$ cat src/rtl/cbc_pkg.sv
package cbc_pkg;

    localparam int CPU_AW     = 16;
    localparam int SEL_BIT    = 4;
    localparam logic [2:0] CTRL_EN_TAG   = 3'b000;
    localparam logic [2:0] CTRL_BANK_TAG = 3'b001;
    localparam logic [2:0] RAM_WIN_TAG   = 3'b101;

    typedef enum logic [1:0] {
        WIN_ROM_LO,
        WIN_ROM_HI,
        WIN_RAM,
        WIN_NONE
    } win_e;

    typedef enum logic [1:0] {
        WT_ENABLE,
        WT_BANK,
        WT_NONE
    } wtgt_e;

    function automatic win_e decode_window(input logic [CPU_AW-1:0] a);
        if (a[CPU_AW-1] == 1'b0)
            return a[CPU_AW-2] ? WIN_ROM_HI : WIN_ROM_LO;
        if (a[CPU_AW-1 -: 3] == RAM_WIN_TAG)
            return WIN_RAM;
        return WIN_NONE;
    endfunction

    function automatic wtgt_e write_target(input logic [CPU_AW-1:0] a);
        if (a[CPU_AW-1 -: 3] == CTRL_EN_TAG)
            return a[SEL_BIT] ? WT_NONE : WT_ENABLE;
        if (a[CPU_AW-1 -: 3] == CTRL_BANK_TAG)
            return a[SEL_BIT] ? WT_BANK : WT_NONE;
        return WT_NONE;
    endfunction

endpackage

$ cat src/rtl/cbc_ctrl_regs.sv
module cbc_ctrl_regs #(
    parameter int AW         = 16,
    parameter int DW         = 8,
    parameter int BANK_W     = 4,
    parameter int KEY_W      = 4,
    parameter int ENABLE_KEY = 10,
    parameter int RESET_BANK = 1
) (
    input  logic              clk,
    input  logic              rst_n,
    input  logic              wr,
    input  logic [AW-1:0]     addr,
    input  logic [DW-1:0]     wdata,
    output logic              ram_en,
    output logic [BANK_W-1:0] bank
);
    import cbc_pkg::*;

    localparam logic [DW-1:0] KEY_MASK  = DW'((1 << KEY_W) - 1);
    localparam logic [DW-1:0] KEY_VALUE = DW'(ENABLE_KEY);
    localparam logic [DW-1:0] BANK_MASK = DW'((1 << BANK_W) - 1);

    typedef struct packed {
        logic              ram_en;
        logic [BANK_W-1:0] bank;
    } ctrl_t;

    ctrl_t st_d, st_q;
    wtgt_e tgt;

    always_comb begin
        st_d = st_q;
        tgt  = write_target(addr);
        if (wr) begin
            case (tgt)
                WT_ENABLE: st_d.ram_en = ((wdata & KEY_MASK) == KEY_VALUE);
                WT_BANK:   st_d.bank   = BANK_W'(wdata & BANK_MASK);
                default:   st_d        = st_q;
            endcase
        end
    end

    always_ff @(posedge clk or negedge rst_n) begin
        if (!rst_n) begin
            st_q.ram_en <= 1'b0;
            st_q.bank   <= BANK_W'(RESET_BANK);
        end else begin
            st_q <= st_d;
        end
    end

    assign ram_en = st_q.ram_en;
    assign bank   = st_q.bank;

    // the bank changes only after a write that the decode steers to it
    p_bank_hold_r7: assert property (@(posedge clk) disable iff (!rst_n)
        !(wr && tgt == WT_BANK) |=> $stable(st_q.bank));

    // the enable changes only after a write that the decode steers to it
    p_en_hold_r7: assert property (@(posedge clk) disable iff (!rst_n)
        !(wr && tgt == WT_ENABLE) |=> $stable(st_q.ram_en));

    // a steered bank write lands with its low bits
    p_bank_load_r6: assert property (@(posedge clk) disable iff (!rst_n)
        (wr && tgt == WT_BANK) |=> (st_q.bank == BANK_W'($past(wdata))));

    // the key nibble always leaves RAM enabled
    p_en_key_r5: assert property (@(posedge clk) disable iff (!rst_n)
        (wr && tgt == WT_ENABLE && wdata[KEY_W-1:0] == KEY_W'(ENABLE_KEY)) |=> st_q.ram_en);

endmodule

$ cat src/rtl/cbc_rom_map.sv
module cbc_rom_map #(
    parameter int AW          = 16,
    parameter int BANK_W      = 4,
    parameter int OFS_W       = 14,
    parameter int BOOT_AW     = 8,
    parameter int CLEAR_LIMIT = 4096
) (
    input  logic                    clk,
    input  logic                    rst_n,
    input  logic                    rd,
    input  logic [AW-1:0]           addr,
    input  logic [BANK_W-1:0]       bank,
    output logic [BANK_W+OFS_W-1:0] rom_addr,
    output logic [BOOT_AW-1:0]      boot_addr,
    output logic                    boot_sel
);
    localparam logic [AW-1:0] BOOT_SPAN = AW'(1 << BOOT_AW);
    localparam logic [AW-1:0] CLR_END   = AW'(CLEAR_LIMIT);

    typedef struct packed {
        logic boot_on;
    } map_t;

    map_t st_d, st_q;
    logic in_clear_zone;
    logic hi_half;

    always_comb begin
        in_clear_zone = (addr >= BOOT_SPAN) && (addr < CLR_END);
        hi_half       = addr[OFS_W];
        st_d          = st_q;
        if (rd && st_q.boot_on && in_clear_zone)
            st_d.boot_on = 1'b0;
        boot_sel  = st_q.boot_on && (addr < BOOT_SPAN);
        boot_addr = addr[BOOT_AW-1:0];
        rom_addr  = {(hi_half ? bank : {BANK_W{1'b0}}), addr[OFS_W-1:0]};
    end

    always_ff @(posedge clk or negedge rst_n) begin
        if (!rst_n)
            st_q.boot_on <= 1'b1;
        else
            st_q <= st_d;
    end

    // once released the overlay never returns without reset
    p_boot_sticky_r3: assert property (@(posedge clk) disable iff (!rst_n)
        !st_q.boot_on |=> !st_q.boot_on);

    // a read in the release zone ends the overlay
    p_boot_release_r3: assert property (@(posedge clk) disable iff (!rst_n)
        (rd && (addr >= BOOT_SPAN) && (addr < CLR_END)) |=> !st_q.boot_on);

    // outside the release zone the overlay keeps its state
    p_boot_keep_r3: assert property (@(posedge clk) disable iff (!rst_n)
        !(rd && (addr >= BOOT_SPAN) && (addr < CLR_END)) |=> $stable(st_q.boot_on));

endmodule

$ cat src/rtl/cbc_nibble_ram.sv
module cbc_nibble_ram #(
    parameter int DEPTH = 512,
    parameter int NW    = 4,
    parameter int DW    = 8
) (
    input  logic                     clk,
    input  logic                     rst_n,
    input  logic                     sel,
    input  logic                     wr,
    input  logic                     ram_en,
    input  logic [$clog2(DEPTH)-1:0] idx,
    input  logic [DW-1:0]            wdata,
    output logic [DW-1:0]            rdata
);
    localparam int RAM_AW = $clog2(DEPTH);

    typedef struct packed {
        logic              we;
        logic [RAM_AW-1:0] idx;
        logic [NW-1:0]     nib;
    } wreq_t;

    logic [NW-1:0] mem_q [DEPTH];
    wreq_t req_d;

    always_comb begin
        req_d.we  = sel && wr && ram_en;
        req_d.idx = idx;
        req_d.nib = NW'(wdata);
        rdata     = (sel && ram_en) ? DW'(mem_q[idx]) : '0;
    end

    always_ff @(posedge clk) begin
        if (req_d.we)
            mem_q[req_d.idx] <= req_d.nib;
    end

    // a disabled RAM never shows data
    p_off_zero_r9: assert property (@(posedge clk) disable iff (!rst_n)
        !ram_en |-> (rdata == '0));

    // the upper bits of a RAM byte are always zero
    p_upper_zero_r9: assert property (@(posedge clk) disable iff (!rst_n)
        rdata[DW-1:NW] == '0);

    // an enabled write is readable with its low nibble on the next cycle at the same index
    p_nib_store_r10: assert property (@(posedge clk) disable iff (!rst_n)
        (sel && wr && ram_en) ##1 (sel && ram_en && idx == $past(idx))
        |-> rdata == DW'($past(wdata[NW-1:0])));

endmodule

$ cat src/rtl/cart_bank_ctrl.sv
module cart_bank_ctrl #(
    parameter int AW        = 16,
    parameter int DW        = 8,
    parameter int BANK_W    = 4,
    parameter int OFS_W     = 14,
    parameter int BOOT_AW   = 8,
    parameter int RAM_DEPTH = 512,
    parameter int RAM_NW    = 4
) (
    input  logic                    clk,
    input  logic                    rst_n,
    input  logic [AW-1:0]           cpu_addr,
    input  logic                    cpu_rd,
    input  logic                    cpu_wr,
    input  logic [DW-1:0]           cpu_wdata,
    output logic [DW-1:0]           cpu_rdata,
    output logic [BANK_W+OFS_W-1:0] rom_addr,
    input  logic [DW-1:0]           rom_rdata,
    output logic [BOOT_AW-1:0]      boot_addr,
    input  logic [DW-1:0]           boot_rdata
);
    import cbc_pkg::*;

    localparam int RAM_AW = $clog2(RAM_DEPTH);

    logic              ram_en;
    logic [BANK_W-1:0] bank;
    logic              boot_sel;
    logic [DW-1:0]     ram_rdata;
    win_e              win;

    cbc_ctrl_regs #(.AW(AW), .DW(DW), .BANK_W(BANK_W)) u_regs (
        .clk    (clk),
        .rst_n  (rst_n),
        .wr     (cpu_wr),
        .addr   (cpu_addr),
        .wdata  (cpu_wdata),
        .ram_en (ram_en),
        .bank   (bank)
    );

    cbc_rom_map #(.AW(AW), .BANK_W(BANK_W), .OFS_W(OFS_W), .BOOT_AW(BOOT_AW)) u_map (
        .clk       (clk),
        .rst_n     (rst_n),
        .rd        (cpu_rd),
        .addr      (cpu_addr),
        .bank      (bank),
        .rom_addr  (rom_addr),
        .boot_addr (boot_addr),
        .boot_sel  (boot_sel)
    );

    cbc_nibble_ram #(.DEPTH(RAM_DEPTH), .NW(RAM_NW), .DW(DW)) u_ram (
        .clk    (clk),
        .rst_n  (rst_n),
        .sel    (win == WIN_RAM),
        .wr     (cpu_wr),
        .ram_en (ram_en),
        .idx    (cpu_addr[RAM_AW-1:0]),
        .wdata  (cpu_wdata),
        .rdata  (ram_rdata)
    );

    always_comb begin
        win = decode_window(cpu_addr);
        case (win)
            WIN_ROM_LO: cpu_rdata = boot_sel ? boot_rdata : rom_rdata;
            WIN_ROM_HI: cpu_rdata = rom_rdata;
            WIN_RAM:    cpu_rdata = ram_rdata;
            default:    cpu_rdata = '0;
        endcase
    end

    // an upper-half read carries the live bank on the top address bits
    p_hi_bank_r4: assert property (@(posedge clk) disable iff (!rst_n)
        (win == WIN_ROM_HI) |-> (rom_addr[BANK_W+OFS_W-1:OFS_W] == bank));

    // a lower-half read never carries bank bits
    p_lo_flat_r1: assert property (@(posedge clk) disable iff (!rst_n)
        (win == WIN_ROM_LO) |-> (rom_addr[BANK_W+OFS_W-1:OFS_W] == '0));

    // the boot image is only selected below its span
    p_boot_span_r2: assert property (@(posedge clk) disable iff (!rst_n)
        boot_sel |-> (cpu_addr < AW'(1 << BOOT_AW)));

endmodule

$ cat config.mk
export PLATFORM = sky130hd
export DESIGN_NAME = cart_bank_ctrl
export DESIGN_NICKNAME = d
export VERILOG_FILES = /design/src/rtl/cbc_pkg.sv /design/src/rtl/cbc_ctrl_regs.sv /design/src/rtl/cbc_rom_map.sv /design/src/rtl/cbc_nibble_ram.sv /design/src/rtl/cart_bank_ctrl.sv
export SDC_FILE = /design/constraint.sdc
export NUM_CORES = 2
export LEC_CHECK = 0
export CAP_MARGIN = 20
export CELL_PAD_IN_SITES_DETAIL_PLACEMENT = 2
export CELL_PAD_IN_SITES_GLOBAL_PLACEMENT = 2
export CORE_MARGIN = 2
export CORE_UTILIZATION = 53
export DETAILED_ROUTE_END_ITERATION = 8
export PLACE_DENSITY = 0.89
export SYNTH_ARGS = -nofsm -noshare
export SYNTH_HDL_FRONTEND = slang
export SYNTH_HIERARCHICAL = 1
export SYNTH_SLANG_ARGS = --single-unit
$ cat constraint.sdc
create_clock -name clk -period 6.73 [get_ports clk]
set_input_delay 1.346 -clock clk [delete_from_list [all_inputs] [get_ports clk]]
set_output_delay 1.346 -clock clk [all_outputs]
set_load 0.1 [all_outputs]
==> flow_metrics.env, run 1 <==
export IMPL_synth_edf_count=2048
export IMPL_syn_area_sq_um=81600
export IMPL_start_util=0.535
export IMPL_die_x_um=396
export IMPL_hpwlAfterDp_um=253000
export IMPL_die_h_um=396
export IMPL_synthCells=4218
export IMPL_ys_types=73
export IMPL_stop_stage="detailed placement (3_5_place_dp)"
export IMPL_status="aborted with a tool error"
export IMPL_synth_ff_type="edfxtp_1"
export IMPL_async_flop_share=0.00292
export IMPL_tool_error="[ERROR DPL-0033] detailed placement checks failed during check placement."
export IMPL_yosysWarnings=6
export IMPL_synth_area_per_cell_sq_um=19.3
export IMPL_ios=78
export IMPL_ys_ff_latch=2054
export IMPL_rows=143
export IMPL_finalWeightedCongestion=0.885
export IMPL_numPortBuffers=73
export IMPL_ys_seq_area_frac=0.756
==> cells in the mapped netlist, drive strengths merged (9+ instances only) <==
cell | instances | area, sq um
a2111oi | 11 | 110
a21oi | 27 | 135
a221oi | 32 | 280
a22o | 9 | 78.8
a22oi | 125 | 938
a31oi | 19 | 119
and2 | 13 | 86.3
and3 | 10 | 62.6
buf | 190 | 1240
clkbuf | 131 | 492
edfxtp | 2048 | 61500
inv | 12 | 45.0
mux2i | 175 | 1750
mux4 | 435 | 9800
nand2 | 91 | 342
nand3 | 28 | 140
nand4 | 61 | 382
nand4b | 11 | 96.3
nor2 | 540 | 2030
nor2b | 16 | 108
nor3 | 26 | 140
nor4 | 15 | 93.8
o21ai | 31 | 155
o22ai | 48 | 300
==> cells by family after synthesis <==
| logic type | share of synthesized area |
|---|---|
| AO/OA/AOI/OAI | 0.0307 |
| multiplexers | 0.143 |
| buffers and inverters | 0.0218 |
| AND/OR/NAND/NOR | 0.0486 |
| flip-flops | 0.756 |
| other | 0.0000460 |
==> metrics by stage <==
step / worst slack, ps / hold slack (ps) / instances
2_1_floorplan: 1050 / 451 / 4221
3_3_place_gp: 44.2 / 462 / 6252
==> run 2: changes to the inputs <==
--- a/config.mk
+++ b/config.mk
@@ -6,12 +6,10 @@
 export NUM_CORES = 2
 export LEC_CHECK = 0
 export CAP_MARGIN = 20
-export CELL_PAD_IN_SITES_DETAIL_PLACEMENT = 2
-export CELL_PAD_IN_SITES_GLOBAL_PLACEMENT = 2
 export CORE_MARGIN = 2
-export CORE_UTILIZATION = 53
+export CORE_UTILIZATION = 40
 export DETAILED_ROUTE_END_ITERATION = 8
-export PLACE_DENSITY = 0.89
+export PLACE_DENSITY_LB_ADDON = 0.15
 export SYNTH_ARGS = -nofsm -noshare
 export SYNTH_HDL_FRONTEND = slang
 export SYNTH_HIERARCHICAL = 1
==> run 2 against run 1 <==
  * The flow now finishes without violations
  * Synthesized cell count unchanged
  * Area after synthesis is the same
==> flow_metrics.env, run 2 <==
export IMPL_yosysWarnings=6
export IMPL_synth_top_family_by_area="multiplexers"
export IMPL_drtPass1Iterations=5
export IMPL_p_clk_frac=0.413
export IMPL_grt_pass1_vias=42700
export IMPL_vias_per_cell=5.86
export IMPL_finClkSkew_ps=15.6
export IMPL_finalWeightedCongestion=0.813
export IMPL_final_util=0.460
export IMPL_nFillCells=17100
export IMPL_syn_area_sq_um=81600
export IMPL_final_nets=4493
export IMPL_ys_types=73
export IMPL_synthTopCellsByArea="edfxtp_1 (75%), mux4_2 (12%), nor2_1 (2.5%), mux2i_1 (2.1%), a22oi_1 (1.2%)"
export IMPL_synthMuxAreaShare=0.143
export IMPL_die_x_um=456
export IMPL_ys_ff_latch=2054
export IMPL_drive_gt1_frac=0.228
export IMPL_synth_compound_area_frac=0.0307
export IMPL_crit_fanout=27
export IMPL_routed_wl_um=227000
export IMPL_critPathMaxStageDelay_ps=630
export IMPL_synth_xor_area_share=0
export IMPL_numPortBuffers=73
export IMPL_clock_root_buffer="clkbuf_16"
export IMPL_max_freq_mhz=150
export IMPL_cts_resized_gates=3
export IMPL_yosysMostFrequentCell="edfxtp_1"
export IMPL_hpwlAfterDp_um=141000
export IMPL_worstSetupStartpointType="input port"
export IMPL_top_regs="u_ram/mem_q x2048, u_regs/bank x4"
export IMPL_cts_buffers=204
export IMPL_fin_crit_sh=0.994
export IMPL_synth_fa_ha_area_frac=0
export IMPL_largest_register="u_ram/mem_q"
export IMPL_drc=0
export IMPL_ys_seq_area_frac=0.756
export IMPL_grt_pass1_wl_um=324000
export IMPL_cts_setup_buffers=0
export IMPL_synth_area_per_cell_sq_um=19.3
export IMPL_synth_edf_count=2048
export IMPL_crit_chain="buf_8 > buf_4 > mux2i_1 > o22ai_1 > nor4_2 > buf_4 > a311oi_1 > a2111oi_1 > buf_4 > and4_1 > a31oi_1 > nand4b_1 > o311ai_1 > buf_12"
export IMPL_cp_slowest_cell="a2111oi_1"
export IMPL_clk_pin_slew_ps=70
export IMPL_leakage_nw=28.9
export IMPL_ctsHoldBuffers=0
export IMPL_internal_power_w=0.0206
export IMPL_hold_class="flip-flop to flip-flop"
export IMPL_crit_family="compound AO/OA/AOI/OAI gates"
export IMPL_area_growth_pct=14.2
export IMPL_synth_ff_type="edfxtp_1"
export IMPL_largest_reg_flops=2048
export IMPL_netSwitchingPower_w=0.00581
export IMPL_cp_required_ps=5380
export IMPL_antenna_found_initial=8
export IMPL_p_comb_frac=0.054
export IMPL_dieArea_sq_um=208000
export IMPL_wire_per_inst_um=31.2
export IMPL_p_per_area_nw_per_um2=284
export IMPL_cts_sinks=2054
export IMPL_setup_violations=0
export IMPL_arrival_ps=5340
export IMPL_switching_share=0.220
export IMPL_grt_max_degree=198
export IMPL_antenna_left=0
export IMPL_grtUsageTotal=0.217
export IMPL_crit_buf_inv=5
export IMPL_rows=165
export IMPL_drv_slew=0
export IMPL_worst_pin_slew_ps=1150
export IMPL_ios=78
export IMPL_worst_path_most_repeated_cell="buf_4"
export IMPL_hold_viol_final=0
export IMPL_max_cap_viol_count=0
export IMPL_synth_common_cells="edfxtp_1 (2048), nor2_1 (539), mux4_2 (435), mux2i_1 (175), clkbuf_1 (131)"
export IMPL_insertion_delay_ps=840
export IMPL_yosys_area_top_type="edfxtp_1"
export IMPL_start_util=0.403
export IMPL_final_cells=7289
export IMPL_overflow=0
export IMPL_htree_levels=4
export IMPL_synth_top_area_share=0.754
export IMPL_synthCells=4218
export IMPL_drtIter0Drc=5001
export IMPL_crit_type="input port to output pin"
export IMPL_async_flop_share=0.00292
export IMPL_dr_total_vias=42700
export IMPL_seqPwrFrac=0.533
export IMPL_final_common_cell="edfxtp_1"
export IMPL_layout_common_cells="edfxtp_1 (2048), nor2_1 (537), mux4_2 (435)"
export IMPL_synthSimpleGateAreaFrac=0.0486
export IMPL_power_ir_vdd_worst_v=0.000290
export IMPL_max_slew_margin=0.235
export IMPL_cts_tree="done"
export IMPL_cp_end_kind="output pin"
export IMPL_core_region_area_sq_um=202000
export IMPL_clk_path_buf_depth=3
export IMPL_period_minus_slack_ps=6690
export IMPL_status="finished clean"
export IMPL_die_h_um=456
export IMPL_placed_cells=6915
[run 2: area by class of cell]
cell class,instances,area [sq um],share of cell area
Sequential cell,2054,61700,0.662
Multi-Input combinational cell,1833,18300,0.197
Clock buffer,257,5430,0.0583
Timing Repair Buffer,343,3350,0.0360
Tap cell,2672,3340,0.0359
Clock inverter,116,942,0.0101
Inverter,13,48.8,0.000524
Antenna cell,1,2.50,0.0000269
[run 2: metrics by stage]
| step | cell area (sq um) | TNS, ps | setup WS (ps) | hold slack, ps | power, W |
|---|---|---|---|---|---|
| floorplan | 81600 | 0 | 1050 | 451 | 0.0151 |
| global placement | 86700 | -171 | -171 | 469 | 0.0158 |
| detailed placement | 86700 | -118 | -118 | 470 | 0.0158 |
| CTS | 93100 | 0 | 1.90 | 485 | 0.0267 |
| global route | 93100 | -81.2 | -81.2 | 507 | 0.0272 |
| finish | 93100 | 0 | 41.3 | 488 | 0.0264 |
[run 2: cell families after synthesis]
| group | count (synthesis) |
|---|---|
| AOI/OAI and AO/OA | 346 |
| other | 1 |
| buffers and inverters | 334 |
| muxes | 618 |
| DFF | 2054 |
| and+or+nand+nor | 865 |
[run 2: per-layer routing]
layer	global-route usage	wire [um]
met1	0.322	101000
met2	0.336	106000
met3	0.0327	15000
met4	0.0596	5680
met5	0	0
[run 2: tightest hold or removal path: cells and delay by family, from the launching register on]
family / cells / cell delay (ps)
AOI/OAI and AO/OA: 1 / 50
buffers and inverters: 1 / 70
DFF: 1 / 360
[run 2: final timing paths]
| path | cells past startpoint | to | slack, ps | from |
|---|---|---|---|---|
| setup reg to reg | 5 | u_ram/mem_q[207][1] | 3480 | u_regs/ram_en |
| min in group asynchronous | 1 | u_regs/ram_en | 750 | rst_n |
| hold / removal | 2 | u_map/st_q | 490 | u_map/st_q |
| max in group asynchronous | 1 | u_map/st_q | 5710 | rst_n |
| setup / recovery | 14 | cpu_rdata[2] | 40 | cpu_addr[1] |
| hold reg to reg | 2 | u_map/st_q | 490 | u_map/st_q |
[run 2: power groups by stage]
stage          clock network (W)  registers [W]  logic (W)
2_1_floorplan                  0         0.0144   0.000740
3_3_place_gp                   0         0.0143    0.00142
3_5_place_dp                   0         0.0144    0.00142
4_1_cts                   0.0112         0.0141    0.00143
5_1_grt                   0.0116         0.0141    0.00149
6_report                  0.0109         0.0141    0.00142
(Power assumes the default switching activity.)
